## src/rtl/pdm_rx_fifo.sv

```systemverilog
module pdm_rx_fifo #(
  parameter int NUM_PATHS   = 4,
  parameter int DEPTH       = 64,
  parameter int BURST_WORDS = 8
) (
  input  logic                      clk,
  input  logic                      rst_n,
  input  logic                      cfg_we,
  input  logic [1:0]                cfg_addr,
  input  logic [31:0]               cfg_wdata,
  output logic [31:0]               cfg_rdata,
  input  logic                      frame_valid,
  input  logic [NUM_PATHS*32-1:0]   smp_left,
  input  logic [NUM_PATHS*32-1:0]   smp_right,
  input  logic                      fifo_rd,
  output logic [31:0]               fifo_rdata,
  output logic                      dma_req
);
  localparam int NCH_MAX = 2 * NUM_PATHS;
  localparam int AW      = $clog2(DEPTH);
  localparam int LW      = $clog2(DEPTH + 1);
  localparam int IW      = $clog2(NCH_MAX);

  logic              run_q, dma_en_q, ovf_q, unf_q, busy_q;
  logic [3:0]        nch_q;
  logic [2:0]        wcode_q;
  logic [IW-1:0]     idx_q;
  logic [AW-1:0]     wptr_q, rptr_q;
  logic [LW-1:0]     count_q;
  logic [31:0]       frame_q [NCH_MAX];
  logic [31:0]       mem_q   [DEPTH];
  logic [NUM_PATHS-1:0] path_en;

  for (genvar p = 0; p < NUM_PATHS; p++) begin : g_en
    assign path_en[p] = (int'(nch_q) > 2 * p);
  end

  function automatic logic [31:0] justify(input logic [31:0] s, input logic [2:0] c);
    case (c)
      3'd0:    justify = s << 24;
      3'd1:    justify = s << 16;
      3'd2:    justify = s << 12;
      3'd3:    justify = s << 8;
      default: justify = s;
    endcase
  endfunction

  wire wr_ctrl = cfg_we && (cfg_addr == 2'd0);
  wire wr_fmt  = cfg_we && (cfg_addr == 2'd1);
  wire wr_stat = cfg_we && (cfg_addr == 2'd2);
  wire clr     = wr_ctrl && cfg_wdata[2];
  wire fmt_ok  = !cfg_wdata[0] && (cfg_wdata[3:0] != 4'd0) &&
                 (int'(cfg_wdata[3:0]) <= NCH_MAX) && (cfg_wdata[6:4] <= 3'd4);

  wire full    = (int'(count_q) == DEPTH);
  wire empty   = (count_q == '0);
  wire push    = busy_q;
  wire do_push = push && !full && !clr;
  wire do_pop  = fifo_rd && !empty && !clr;
  wire accept  = frame_valid && run_q && !busy_q && !clr;
  wire f_drop  = frame_valid && run_q && busy_q && !clr;
  wire last    = (int'(idx_q) + 1 == int'(nch_q));

  always_ff @(posedge clk) begin
    if (!rst_n) begin
      run_q    <= 1'b0;
      dma_en_q <= 1'b0;
      nch_q    <= 4'd2;
      wcode_q  <= 3'd1;
    end else begin
      if (wr_ctrl) begin
        run_q    <= cfg_wdata[0];
        dma_en_q <= cfg_wdata[1];
      end
      if (wr_fmt && fmt_ok) begin
        nch_q   <= cfg_wdata[3:0];
        wcode_q <= cfg_wdata[6:4];
      end
    end
  end

  always_ff @(posedge clk) begin
    if (!rst_n) begin
      busy_q <= 1'b0;
      idx_q  <= '0;
    end else if (clr) begin
      busy_q <= 1'b0;
      idx_q  <= '0;
    end else if (accept) begin
      busy_q <= 1'b1;
      idx_q  <= '0;
    end else if (busy_q) begin
      busy_q <= !last;
      idx_q  <= last ? '0 : idx_q + 1'b1;
    end
  end

  always_ff @(posedge clk) begin
    if (accept) begin
      for (int p = 0; p < NUM_PATHS; p++) begin
        frame_q[2*p]   <= justify(smp_left[p*32 +: 32], wcode_q);
        frame_q[2*p+1] <= justify(smp_right[p*32 +: 32], wcode_q);
      end
    end
  end

  always_ff @(posedge clk) begin
    if (!rst_n) begin
      wptr_q  <= '0;
      rptr_q  <= '0;
      count_q <= '0;
    end else if (clr) begin
      wptr_q  <= '0;
      rptr_q  <= '0;
      count_q <= '0;
    end else begin
      if (do_push) wptr_q <= (int'(wptr_q) == DEPTH - 1) ? '0 : wptr_q + 1'b1;
      if (do_pop)  rptr_q <= (int'(rptr_q) == DEPTH - 1) ? '0 : rptr_q + 1'b1;
      count_q <= count_q + LW'(do_push) - LW'(do_pop);
    end
  end

  always_ff @(posedge clk) begin
    if (do_push) mem_q[wptr_q] <= frame_q[idx_q];
  end

  always_ff @(posedge clk) begin
    if (!rst_n) begin
      ovf_q <= 1'b0;
      unf_q <= 1'b0;
    end else begin
      if ((push && full && !clr) || f_drop) ovf_q <= 1'b1;
      else if (wr_stat && cfg_wdata[0])     ovf_q <= 1'b0;
      if (fifo_rd && empty && !clr)         unf_q <= 1'b1;
      else if (wr_stat && cfg_wdata[1])     unf_q <= 1'b0;
    end
  end

  assign fifo_rdata = empty ? 32'd0 : mem_q[rptr_q];
  assign dma_req    = dma_en_q && (32'(count_q) >= 32'(BURST_WORDS) * 32'(nch_q));

  always_comb begin
    cfg_rdata = '0;
    case (cfg_addr)
      2'd0: cfg_rdata[1:0] = {dma_en_q, run_q};
      2'd1: begin
        cfg_rdata[3:0]             = nch_q;
        cfg_rdata[6:4]             = wcode_q;
        cfg_rdata[8 +: NUM_PATHS]  = path_en;
      end
      2'd2: begin
        cfg_rdata[0]       = ovf_q;
        cfg_rdata[1]       = unf_q;
        cfg_rdata[8 +: LW] = count_q;
      end
      default: cfg_rdata = '0;
    endcase
  end


  path_en_chk: assert property (@(posedge clk) disable iff (!rst_n)
    $onehot({1'b0, path_en} + 1'b1));


  dma_gate_chk: assert property (@(posedge clk) disable iff (!rst_n)
    dma_req |-> (dma_en_q && !empty));


  no_overflow_chk: assert property (@(posedge clk) disable iff (!rst_n)
    (push && full && !clr) |=> (ovf_q && full));


  empty_read_chk: assert property (@(posedge clk) disable iff (!rst_n)
    (fifo_rd && empty && !clr) |=> unf_q);


  clear_chk: assert property (@(posedge clk) disable iff (!rst_n)
    clr |=> (empty && !busy_q));


  level_bound_chk: assert property (@(posedge clk) disable iff (!rst_n)
    int'(count_q) <= DEPTH);


  busy_drop_chk: assert property (@(posedge clk) disable iff (!rst_n)
    f_drop |=> ovf_q);
endmodule

```

## config.mk

```make
export PLATFORM = sky130hd
export DESIGN_NAME = pdm_rx_fifo
export DESIGN_NICKNAME = d
export VERILOG_FILES = /design/src/rtl/pdm_rx_fifo.sv
export SDC_FILE = /design/constraint.sdc
export NUM_CORES = 2
export LEC_CHECK = 0
export ABC_CLOCK_PERIOD_IN_PS = 38900
export BUFFER_PORTS_ARGS = -buffer_cell sky130_fd_sc_hd__buf_2
export CAP_MARGIN = 25
export CORE_MARGIN = 2
export CORE_UTILIZATION = 46
export CTS_CLUSTER_DIAMETER = 80
export DETAILED_ROUTE_END_ITERATION = 12
export GPL_ROUTABILITY_DRIVEN = 0
export HOLD_SLACK_MARGIN = 0.12
export PLACE_DENSITY = 0.63
export SETUP_SLACK_MARGIN = 0.5
export SYNTH_ARGS = -nofsm -noshare
export SYNTH_HDL_FRONTEND = slang
export SYNTH_SLANG_ARGS = --single-unit
```

## constraint.sdc

```tcl
create_clock -name clk -period 38.9 [get_ports clk]
set_input_delay 7.78 -clock clk [delete_from_list [all_inputs] [get_ports clk]]
set_output_delay 7.78 -clock clk [all_outputs]
set_load 0.01 [all_outputs]
```

### After elaboration in Yosys (flattened, before gate mapping)

Memories as Yosys holds them, arrays and structs flattened. A register that Yosys moved wholly into a read port is not among the register bits.
Index checks and enable logic that the tools add are counted.

* output and inout port bits: 65
* word-level logic and storage cells: 113
* bits of input ports: 295
* bits in registers: 34
* RAM bits: 2304
* memories kept: 2

* bitwise logic cells: 1
* eq/ne operators: 9
* reduce and logical (&&, ||, !) cells: 39
* order comparisons: 7
* mux-type cells: 38
* add/subtract/negate cells: 6

Memories
* mem_q: depth 64, bits a word 32, read ports 1, clocked after memory_dff 1, wr ports 1, line 31 `logic [31:0] mem_q [DEPTH];`
* frame_q: depth 8, bits a word 32, read ports 1, clocked after memory_dff 1, wr ports 8, line 30 `logic [31:0] frame_q [NCH_MAX];`

Operators with widths (count)
* $pmux 32 s4: 8
* $mux 32: 9
* $logic_and 1x1->1: 24
* $mux 6: 4
* $add 6x1->6 const B: 2
* $eq 6x1->1 const B: 2
* $mux 3: 4
* $mux 1: 10
* $gt 4x3->1 const B: 2
* $pmux 4 s2: 1
* $add 7x1->7: 1
* $eq 7x7->1 const B: 1
* $ge 7x7->1: 1
* $logic_not 7->1: 1
* $sub 7x1->7: 1
* $eq 3x2->1 const B: 2
* $logic_not 1->1: 6
* $pmux 2 s3: 1
* $mux 5: 1
* $add 3x1->4 const B: 1
* $eq 4x4->1: 1
* $gt 4x1->1 const B: 1
* $gt 4x2->1 const B: 1
* $le 4x4->1 const B: 1
* other kinds (13): 14

### Logic depth before layout (Yosys ltp)

* depth after elaboration: 7
* depth in mapped cells: 16
* mapped depth without buffers: 15

### Worst setup path before layout

No wires, ideal clock.

* kind: input to register
* start point: input cfg_addr[0]
* end point: memory frame_q[0][0] (enable)
* setup time: 0.907 ns
* cell stages on the path: 4
* data required time: 37.993 ns
* slack: 18.531 ns
* arrival time: 19.463 ns
* path buffers: 0
* cells stage by stage: inv_1 ha_1 nand3_1 nor2b_1

RTL lines
* from (decl): line 9 `input logic [1:0] cfg_addr,`
* to (decl): line 30

### Final worst setup path

* start point: input cfg_addr[1]
* end point: output cfg_rdata[11]

* word-level cells in the longest chain between the ends: 2
* elaborated cells between the ends (all ways): 3
* those cells by class: eq/ne: 2; mux: 1

RTL lines
* $eq 2x2->1 or $eq 2x1->1 (tied branches): line 144 `case (cfg_addr)`
* $pmux 4 s2 (*): line 144
* to (decl): line 11 `output logic [31:0] cfg_rdata,`

Every way passes the cells marked *; elsewhere a longest branch is shown, timed or not.

==> PnR_summary.wiki <==
{| class="wikitable"
! Metric !! Value
|-
| Signed area change from the synthesized netlist to the final layout || 13.39%
|-
| Number of hold buffers added after CTS || 0
|-
| Final Power || 5.700 mW
|-
| Share of total power consumed by net switching || 24.40%
|-
| Yosys top cell by area || sky130_fd_sc_hd__edfxtp_1
|-
| Depth of the worst hold-timing path || 2
|-
| Routed length per instance || 32.15 um
|-
| Max frequency || 0.05967 GHz
|-
| Post-synth cell types || 60
|-
| Standard cell with the maximum stage delay on the critical path || sky130_fd_sc_hd__ha_1
|-
| Endpoint class of the critical path || output pin
|-
| Insertion delay to the later sink of the worst-skew pair || 870 ps
|-
| Global-route wire length before repair || 369900 um
|-
| Worst-Margin Slew || 1074 ps
|-
| CORE AREA || 0.2073 mm^2
|-
| Die width || 461.0 um
|-
| Total negative setup slack || 0 ps
|-
| Stage delay of the slowest cell on the critical path || 390 ps
|-
| Most used DFF post-synth || sky130_fd_sc_hd__edfxtp_1
|-
| TritonCTS clock tree || yes
|-
| Initial antenna violation count || 68
|-
| Pwr/cell area || 52.33 mW/mm^2
|-
| Required @ worst endpoint || 31120 ps
|-
| Clock tree root driver cell || sky130_fd_sc_hd__clkbuf_16
|-
| Overall die area || 0.2125 mm^2
|-
| Fin. max-slew vios || 0
|-
| Kind of critical path || primary input to output pin
|-
| Number of cells produced by synthesis || 4758
|-
| Total Wirelength || 263100 um
|-
| Total vias in the final route || 50220
|-
| Number of maximum-capacitance constraint violations || 0
|-
| Part of the Yosys area used for sequential elements || 72.92%
|-
| Storage element area || 0.07008 mm^2
|-
| Setup repair after global routing missed its margin || no
|-
| Vias in the first global route || 49218
|-
| DRC viols || 0
|-
| Area occupied by multi-input gates || 0.02492 mm^2
|-
| Critical path peak fanout || 10
|-
| Setup-failing EPs final || 0
|-
| Initial cell density of the core || 46.35%
|-
| Worst Reg2Reg Path Length in Cells || 9
|-
| Max transition margin || 28.19%
|-
| Number of synthesis warnings || 0
|-
| Dpl cell area || 0.1016 mm^2
|-
| Leading cell type in the layout, fill and taps excluded || sky130_fd_sc_hd__edfxtp_1
|-
| Leak || 34.96 nW
|-
| Critical Path AT || 8980 ps
|-
| Drt pass-1 iters || 6
|-
| DR vias/cell || 6.135
|-
| Number of placed instances with taps included || 7731
|-
| Launch point of the worst reg-to-reg path || count_q[2]
|-
| Portion of total power attributed to sequential cells || 48.7%
|-
| Fraction of final layout cells sized beyond drive strength 1 || 31.46%
|-
| Number of CTS-inserted buffers || 226
|-
| Remaining global-route overflow || 0
|-
| Global-route usage over all layers || 24.77%
|-
| Run status || finished, final reports clean
|-
| Clock group share of total power || 37.7%
|-
| Vertical die dimension || 461.0 um
|-
| Maximum number of buffers from clock root to sink || 3
|-
| Time the worst path needs with I/O delays and setup || 16760 ps
|-
| Worst Clk Skew || 41.36 ps
|-
| Num ports || 360
|-
| Number of hold violations in the final report || 0
|-
| Count of nets after finishing || 5491
|-
| Post-CTS Setup Bufs || 0
|-
| Post-route fraction of the period consumed by the critical path || 43.08%
|-
| Clock transition at the registers of the reported paths || 60 ps
|-
| Post-synthesis average cell area || 20.19 um^2
|-
| Commonest cells after routing, fill and taps aside || sky130_fd_sc_hd__edfxtp_1 (2304), sky130_fd_sc_hd__mux4_2 (658), sky130_fd_sc_hd__buf_2 (317)
|-
| Hold path startpoint || run_q
|-
| Count of flip-flops with a built-in enable after synthesis || 2304
|-
| Share of total power in combinational logic || 13.6%
|-
| Number of synthesized register bits || 2347
|-
| Post-Layout Cell Count || 8186
|-
| Final std cell area, no fill || 0.1089 mm^2
|-
| Initial DRC count || 6619
|-
| DP HPWL || 155000 um
|-
| Critical path cell sequence || buf_2, inv_1, ha_1, and2_1, nand3_1, a21boi_0, buf_2
|-
| Row Count || 167
|-
| Antenna-violating nets left || 0
|-
| Cell type with the highest occurrence count on the critical path || sky130_fd_sc_hd__buf_2
|-
| # port buffers || 316
|-
| Tightest hold margin || 489.4 ps
|-
| Filler Cell Count || 16320
|-
| Fraction of synthesized cell area taken by the top area cell type || 72.02%
|-
| H-Tree Depth || 4
|-
| Crit path launch type || primary input
|-
| Maximum number of pins on one net before global-route repair || 210
|-
| Post-synth ARST share || 0%
|-
| Clock sinks || 2347
|-
| Top cells by area, synth || sky130_fd_sc_hd__edfxtp_1 (72%), sky130_fd_sc_hd__mux4_2 (15%), sky130_fd_sc_hd__mux2i_1 (1.7%)
|-
| Critical Path Start || cfg_addr[1]
|-
| Area of the mapped netlist || 0.09606 mm^2
|-
| Number of gates resized after CTS || 0
|-
| Path class of the lowest-slack min-delay path || flip-flop to flip-flop
|-
| Net switching component of the power || 1.391 mW
|-
| Cell-internal power || 4.309 mW
|-
| Worst voltage drop across the vdd grid || 45.59 uV
|}
per-stage QoR:
stage	utilization (%)	setup slack (ps)
global placement	48.98	22120
detailed placement	49.00	22130
global route	52.52	21960
CTS	52.46	22120
floorplan	-	18530
finish	52.55	22140
power groups by stage:
stage	Clock (mW)	Sequential [mW]	Combinational, mW
6_report	2.15	2.78	0.775
5_1_grt	2.27	2.78	0.823
4_1_cts	2.17	2.78	0.783
3_5_place_dp	0	2.83	0.780
3_3_place_gp	0	2.83	0.778
2_1_floorplan	0	2.82	0.539
per-layer routing:
layer | global-route usage (%) | share of wire, % | wire, um | vias up
met5 | 0 | 0.076 | 200 | -
met4 | 8.318 | 3.3 | 8754 | 30
met3 | 5.192 | 9.0 | 23680 | 436
met2 | 39.47 | 48 | 127300 | 2296
met1 | 34.20 | 39 | 103200 | 26805
li1 | - | - | - | 20653
worst paths after layout:
path / slack (ps) / endpoint
worst max-delay path: 22140 / cfg_rdata[11]
worst min-delay path: 490 / run_q
worst max register to register: 34980 / mem_q[33][30]
worst min register to register: 490 / run_q
flip-flops by register name, indices dropped and copies added, names as in the netlist, 3 cells and up, named ones only:
signal,count
count_q,7
frame_q,256
idx_q,3
mem_q,2048
nch_q,4
rptr_q,6
wcode_q,3
wptr_q,6
critical path, delay by kind of cell:
| family | cells | cell delay, ps |
|---|---|---|
| AOI/OAI and AO/OA | 1 | 160 |
| adders and majority gates | 1 | 390 |
| buffers and inverters | 3 | 340 |
| and+or+nand+nor | 2 | 300 |
cell families after synthesis:
group	after synthesis	synth area share [%]
xor+xnor	18	0.1641
compound gates	561	3.637
simple gates	481	2.443
flops	2347	72.92
buf+inv	363	1.732
mux	967	18.83
fa+ha+maj	20	0.2683
other cells	1	0.003904
synth_stat cells (11+ instances only):
| library cell | instances |
|---|---|
| sky130_fd_sc_hd__edfxtp_1 | 2304 |
| sky130_fd_sc_hd__mux4_2 | 658 |
| sky130_fd_sc_hd__a21oi_1 | 204 |
| sky130_fd_sc_hd__mux2i_1 | 165 |
| sky130_fd_sc_hd__clkbuf_1 | 145 |
| sky130_fd_sc_hd__mux2_2 | 144 |
| sky130_fd_sc_hd__nor2_1 | 129 |
| sky130_fd_sc_hd__nand2_1 | 123 |
| sky130_fd_sc_hd__o21ai_0 | 94 |
| sky130_fd_sc_hd__and2_1 | 89 |
| sky130_fd_sc_hd__a211oi_1 | 85 |
| sky130_fd_sc_hd__buf_2 | 64 |
| sky130_fd_sc_hd__buf_4 | 51 |
| sky130_fd_sc_hd__buf_1 | 49 |
| sky130_fd_sc_hd__inv_1 | 47 |
| sky130_fd_sc_hd__nor2b_1 | 45 |
| sky130_fd_sc_hd__dfxtp_1 | 43 |
| sky130_fd_sc_hd__a22o_1 | 32 |
| sky130_fd_sc_hd__a22oi_1 | 31 |
| sky130_fd_sc_hd__nand3_1 | 31 |
| sky130_fd_sc_hd__o22ai_1 | 27 |
| sky130_fd_sc_hd__a21o_1 | 23 |
| sky130_fd_sc_hd__a31oi_1 | 21 |
| sky130_fd_sc_hd__ha_1 | 19 |
| sky130_fd_sc_hd__nand2b_1 | 18 |
| sky130_fd_sc_hd__nor3_1 | 12 |
| sky130_fd_sc_hd__xor2_1 | 11 |
cell type report:
class	instances	area share, %
antenna	38	0.08730
sequential	2347	64.34
inverter	50	0.1746
timing repair buffer	486	2.730
multi-input combinational	2065	22.88
clock buffer	296	5.539
tap	2788	3.203
clock inverter	116	1.049
Note: power is estimated with default switching activity, not from simulation.
